`config.mk`:
```
export PLATFORM = sky130hd
export DESIGN_NAME = trace_ring
export DESIGN_NICKNAME = d
export VERILOG_FILES = /design/src/rtl/trace_ring.sv
export SDC_FILE = /design/constraint.sdc
export NUM_CORES = 2
export LEC_CHECK = 0
export BUFFER_PORTS_ARGS = -buffer_cell sky130_fd_sc_hd__buf_4
export CELL_PAD_IN_SITES_DETAIL_PLACEMENT = 2
export CELL_PAD_IN_SITES_GLOBAL_PLACEMENT = 2
export CORE_MARGIN = 1
export CORE_UTILIZATION = 30
export DETAILED_ROUTE_END_ITERATION = 8
export PLACE_DENSITY = 0.58
export REMOVE_ABC_BUFFERS = 1
export SYNTH_ARGS = -nofsm -noshare
export SYNTH_HDL_FRONTEND = slang
export SYNTH_SLANG_ARGS = --single-unit
```
`constraint.sdc`:
```
create_clock -name clk -period 3.91 [get_ports clk]
set_clock_uncertainty 0.1 [all_clocks]
set_input_delay 0.1955 -clock clk [delete_from_list [all_inputs] [get_ports clk]]
set_output_delay 0.1955 -clock clk [all_outputs]
set_load 0.005 [all_outputs]
```
`src/rtl/trace_ring.sv`:
```
module trace_ring #(
  parameter int DEPTH = 64,
  parameter int W = 16,
  localparam int AW = $clog2(DEPTH),
  localparam int CW = $clog2(DEPTH + 1)
) (
  input  logic          clk,
  input  logic          rst_n,
  input  logic [1:0]    cap_mode,
  input  logic          end_trig,
  input  logic          arm_req,
  input  logic          disarm_req,
  input  logic          trig,
  input  logic          req,
  input  logic [1:0]    req_tag,
  input  logic [W-1:0]  req_addr,
  input  logic [W-1:0]  req_data,
  input  logic          rd_pop,
  output logic [W-1:0]  rd_data,
  output logic [CW-1:0] word_cnt,
  output logic          armed
);
  localparam logic [1:0] M_EVT = 2'd1, M_DET = 2'd2, M_PRF = 2'd3;
  localparam logic [1:0] T_COF = 2'd1, T_INSN = 2'd2;
  localparam logic [CW:0]   LIM  = (CW+1)'(DEPTH);
  localparam logic [CW-1:0] FULL = CW'(DEPTH);

  logic [W-1:0]  mem [DEPTH];
  logic [AW-1:0] wptr, rptr;
  logic [W-1:0]  last_insn;
  logic          started, prof, end_eff, open_w, ovr, stop;
  logic [1:0]    nwr, wr;
  logic [CW:0]   sum;
  logic [W-1:0]  w0;

  assign prof    = cap_mode == M_PRF;
  assign end_eff = end_trig && cap_mode != M_EVT;
  assign open_w  = armed && !prof && (end_eff || started || trig);

  always_comb begin
    case (cap_mode)
      M_EVT:   nwr = {1'b0, trig};
      M_DET:   nwr = (req && !req_tag[1]) ? 2'd2 : 2'd0;
      M_PRF:   nwr = 2'd0;
      default: nwr = {1'b0, req && req_tag == T_COF};
    endcase
  end

  assign wr      = open_w ? nwr : 2'd0;
  assign w0      = (cap_mode == M_EVT) ? req_data : req_addr;
  assign sum     = {1'b0, word_cnt} + (CW+1)'(wr);
  assign ovr     = sum > LIM;
  assign stop    = armed && (end_eff ? trig : (wr != 2'd0 && sum >= LIM));
  assign rd_data = prof ? last_insn : mem[rptr];

  always_ff @(posedge clk or negedge rst_n) begin
    if (!rst_n) begin
      armed     <= 1'b0;
      started   <= 1'b0;
      wptr      <= '0;
      rptr      <= '0;
      word_cnt  <= '0;
      last_insn <= '0;
      for (int i = 0; i < DEPTH; i++) mem[i] <= '0;
    end else begin
      if (req && req_tag == T_INSN) last_insn <= req_addr;
      if (arm_req && !disarm_req && !prof) begin
        armed    <= 1'b1;
        started  <= 1'b0;
        wptr     <= '0;
        rptr     <= '0;
        word_cnt <= '0;
      end else begin
        if (disarm_req || stop) armed <= 1'b0;
        if (armed && trig) started <= 1'b1;
        if (wr != 2'd0) begin
          mem[wptr] <= w0;
          if (wr[1]) mem[wptr + AW'(1)] <= req_data;
          wptr     <= wptr + AW'(wr);
          word_cnt <= ovr ? FULL : sum[CW-1:0];
        end
        if (wr != 2'd0 && ovr) rptr <= wptr + AW'(wr);
        else if (rd_pop && !prof) rptr <= rptr + AW'(1);
      end
    end
  end

  a_r5_cnt_cap: assert property (@(posedge clk) disable iff (!rst_n)
    word_cnt <= FULL);

  a_r3_begin_full_disarmed: assert property (@(posedge clk) disable iff (!rst_n)
    !(armed && !end_eff && !prof && word_cnt == FULL));

  a_r4_end_trig_stop: assert property (@(posedge clk) disable iff (!rst_n)
    (armed && end_eff && trig && !arm_req) |=> !armed);

  a_r2_arm_clears: assert property (@(posedge clk) disable iff (!rst_n)
    (arm_req && !disarm_req && !prof) |=> (armed && word_cnt == '0));

  a_r11_disarm: assert property (@(posedge clk) disable iff (!rst_n)
    disarm_req |=> !armed);

  a_r10_prof_cnt: assert property (@(posedge clk) disable iff (!rst_n)
    prof |=> $stable(word_cnt));
endmodule

```
==> metrics.md <==
| Metric | Value |
|---|---|
| H-tree depth | 4 |
| FF+latch count, synth | 1061 |
| Seq/Total Area, Yosys | 47.66% |
| # IOs | 68 |
| Failing checks | negative setup slack |
| Adder-Cell Fraction of Synth Area | 0.1348% |
| Worst Max-Slew Pin Slew | 1.234 ns |
| Setup tns final | -3.438 ns |
| Clock insertion delay at the later pin of the skew report | 0.80 ns |
| Pwr/cell area | 475.2 nW/um^2 |
| GRT overflow | 0 |
| Starting Density | 30.33% |
| Multiplexer area fraction after synthesis | 14.27% |
| Number of enable flip-flop cells after synthesis | 0 |
| # port buffers | 67 |
| Die width | 432.9 um |
| Multi-input combinational cell area | 26510 um^2 |
| Final hold vios | 0 |
| Synth top area share | 47.66% |
| CP required | 3.61 ns |
| Area growth syn-to-layout | 18.75% |
| Top post-synthesis cells by area | dfrtp_1 48%, a2bb2oi_1 16%, mux4_2 13% |
| CTS sink cnt | 1061 |
| Max Clk Rate | 0.2396 GHz |
| Post-synth ARST share | 100.0% |
| Post-Synth XOR/XNOR Area | 0.2942% |
| Final worst slack | -0.2633 ns |
| Mean Syn Cell Area | 12.14 um^2 |
| Row count | 157 |
| Post-synthesis simple-gate area fraction | 2.655% |
| Drt via density | 6.641 |
| Hold Worst Slack | 0.05404 ns |
| Number of global-route vias before repair | 50083 |
| Status | finished, violations left |
| Final instance area | 66150 um^2 |
| Placed inst area | 60130 um^2 |
| Antenna-violating nets left | 0 |
| Placeable core area | 183700 um^2 |
| DRC | 0 |
| Largest net degree at the start of global routing | 137 |
| Final Cycle Share | 106.7% |
| Period minus WS final | 4.173 ns |
| Slew headroom | 17.74% |
| CP Max Fanout | 9 |
| Final setup vio count | 16 |
| Util after Layout | 36.02% |
| Unrepaired setup endpoints after global routing | true |
| Final WL | 276.1 mm |
| Yosys warning total | 0 |
| Area leader, netlist | dfrtp_1 |
| GP Congestion | 0.8700 |
| Max-Cap Viols | 0 |
| Syn Std Cell Area | 55700 um^2 |
| Slew Limit Fails | 0 |
| GR Util All Layers | 29.02% |
| Setup Crit Path Kind | flip-flop to output port |
| Root buf cell | clkbuf_16 |
| CTS tree | done |
| Synth cell types | 68 |
| Routed WL per cell | 38.51 um |
| Post-detail-place hpwl | 169.6 mm |
| Clock buffer depth | 3 |
| Die area | 187400 um^2 |
| Register Area | 26570 um^2 |
| Final net count | 4642 |
| Clock-pin slew on the worst setup and hold paths | 0.06 ns |
| DRT Pass-1 Iters | 6 |
| Fillcell total | 18695 |
| Largest family of logic cells by synthesized area | compound AO/OA/AOI/OAI gates |
| Critical Path Start Type | flip-flop |
| Initial antenna violation count | 15 |
| Reg2Reg Setup Slack | 0.24 ns |
| Synth Instances | 4587 |
| Fraction of layout cells with a size suffix above 1 | 24.89% |
| Leakage | 27.36 nW |
| Total power | 31.43 mW |
| Via count | 47600 |
| Compound-Gate Fraction of Synth Area | 29.98% |
| Worst Path Arrival | 3.88 ns |
| Initial drt markers | 4427 |
| Peak supply drop | 514.3 uV |
| Worst Hold Class | primary input to flip-flop |
| CP Capture Type | output port |
| Commonest register cell after synthesis | dfrtp_1 |
| Die height | 432.9 um |
| CTS Buf Count | 137 |
| First-pass GRT wire length | 395.5 mm |
==> flip-flops by register name, indices dropped and copies added (netlist names) <==
name / cells
mem: 1024
last_insn: 16
word_cnt: 7
rptr: 6
wptr: 6
armed: 1
started: 1
==> layer usage <==
| metal | share of wire, % | track usage (%) | up-vias |
|---|---|---|---|
| li1 | - | - | 18919 |
| met1 | 44 | 40.71 | 26399 |
| met2 | 45 | 43.71 | 1862 |
| met3 | 6.6 | 5.019 | 412 |
| met4 | 4.7 | 12.85 | 8 |
| met5 | 0.020 | 0 | - |
==> critical path: stages, from the launching register on <==
cell and delay [ns]:
dfrtp_4 0.43, buf_12 0.19, buf_16 0.18, buf_12 0.12, mux4_2 0.62, mux4_2 0.57
mux2i_1 0.18, nor3_1 0.07, buf_4 0.22, a221o_1 0.31, buf_4 0.15
==> layout by cell type (no fill, tap or decap), types with 29 or more instances in the layout <==
| master | synthesis | layout |
|---|---|---|
| a2bb2oi_1 | 1008 | 1008 |
| nand2_1 | 108 | 107 |
| buf_12 | 0 | 58 |
| clkbuf_8 | 0 | 37 |
| mux4_2 | 320 | 320 |
| a21oi_2 | 36 | 36 |
| dlygate4sd3_1 | 0 | 56 |
| dfrtp_1 | 1061 | 1056 |
| clkbuf_16 | 0 | 148 |
| o22ai_1 | 1010 | 1010 |
| clkbuf_1 | 419 | 36 |
| mux2_2 | 47 | 29 |
| buf_4 | 16 | 372 |
==> area by class of cell <==
cell class | count | area share (%)
inverters | 10 | 0.05674
clock buffers | 215 | 6.346
well taps | 2464 | 4.661
repair buffers | 525 | 8.205
diodes | 7 | 0.02648
flip-flops and latches | 1061 | 40.16
multi-input cells | 2857 | 40.07
clock inverters | 29 | 0.4710
==> path summary, 6_finish.rpt <==
path                                      startpoint                   end  cells past startpoint
worst max-delay path             rptr[0]$_DFFE_PN0P_            rd_data[4]                     10
worst min-delay path                     req_data[5]  mem[725]$_DFFE_PN0P_                      4
worst max register to register   started$_DFFE_PN0P_     armed$_DFFE_PN0P_                     10
worst min register to register  mem[518]$_DFFE_PN0P_  mem[518]$_DFFE_PN0P_                      1
max in group asynchronous                      rst_n  mem[457]$_DFFE_PN0P_                      4
min in group asynchronous                      rst_n  mem[628]$_DFFE_PN0P_                      3
==> cells in the mapped netlist (4+ instances only) <==
cell          n
a21oi_1      10
buf_1        75
o21ai_1       5
o21ai_0       4
a221o_1      16
dfrtp_1    1061
buf_2       144
clkbuf_1    419
o2bb2ai_1    17
a22o_1        5
ha_1          6
and3b_1       5
nand2_1     108
nand3_1      21
mux4_2      320
nor3b_1       6
a22oi_1      16
a2bb2oi_1  1008
nand3b_1     16
nand3_2       5
mux2_2       47
a2111oi_0     5
nand3b_2      5
inv_1        10
a211oi_1      7
nor2_1       23
a21oi_4      27
nor3_1       20
and3_1        5
mux2i_1      21
buf_4        16
a21oi_2      36
nor4_4        4
nand2b_1      5
xnor2_1      12
o22ai_1    1010
nand2_2      14
buf_6         5
==> kinds of logic after synthesis <==
family,count (synthesis)
compound gates,2182
flops,1061
buf+inv,669
mux,388
simple gates,264
xor+xnor,17
fa+ha+maj,6
==> power breakdown <==
part	internal (mW)	switching (mW)
logic	2.93	4.24
clock network	7.68	5.32
registers	11.1	0.131
==> metrics by stage <==
stage | cells | setup WS, ns
final | 7168 | -0.2633
after global routing | 7163 | -0.2833
after CTS | 7139 | -0.2801
after detailed placement | 6813 | 0.3414
after global placement | 6813 | 0.4018
after floorplan | 3928 | -40.03
==> timing repair <==
item                                   in CTS  in global routing
buffers inserted                           15                 17
pin swaps                                   5                  2
endpoints found under the hold margin     571                  0
hold buffers                               57                  0
setup endpoints to repair                  16                 16
gates resized for setup                    34                 10
gates cloned                               10                  6
(Power assumes the default switching activity.)
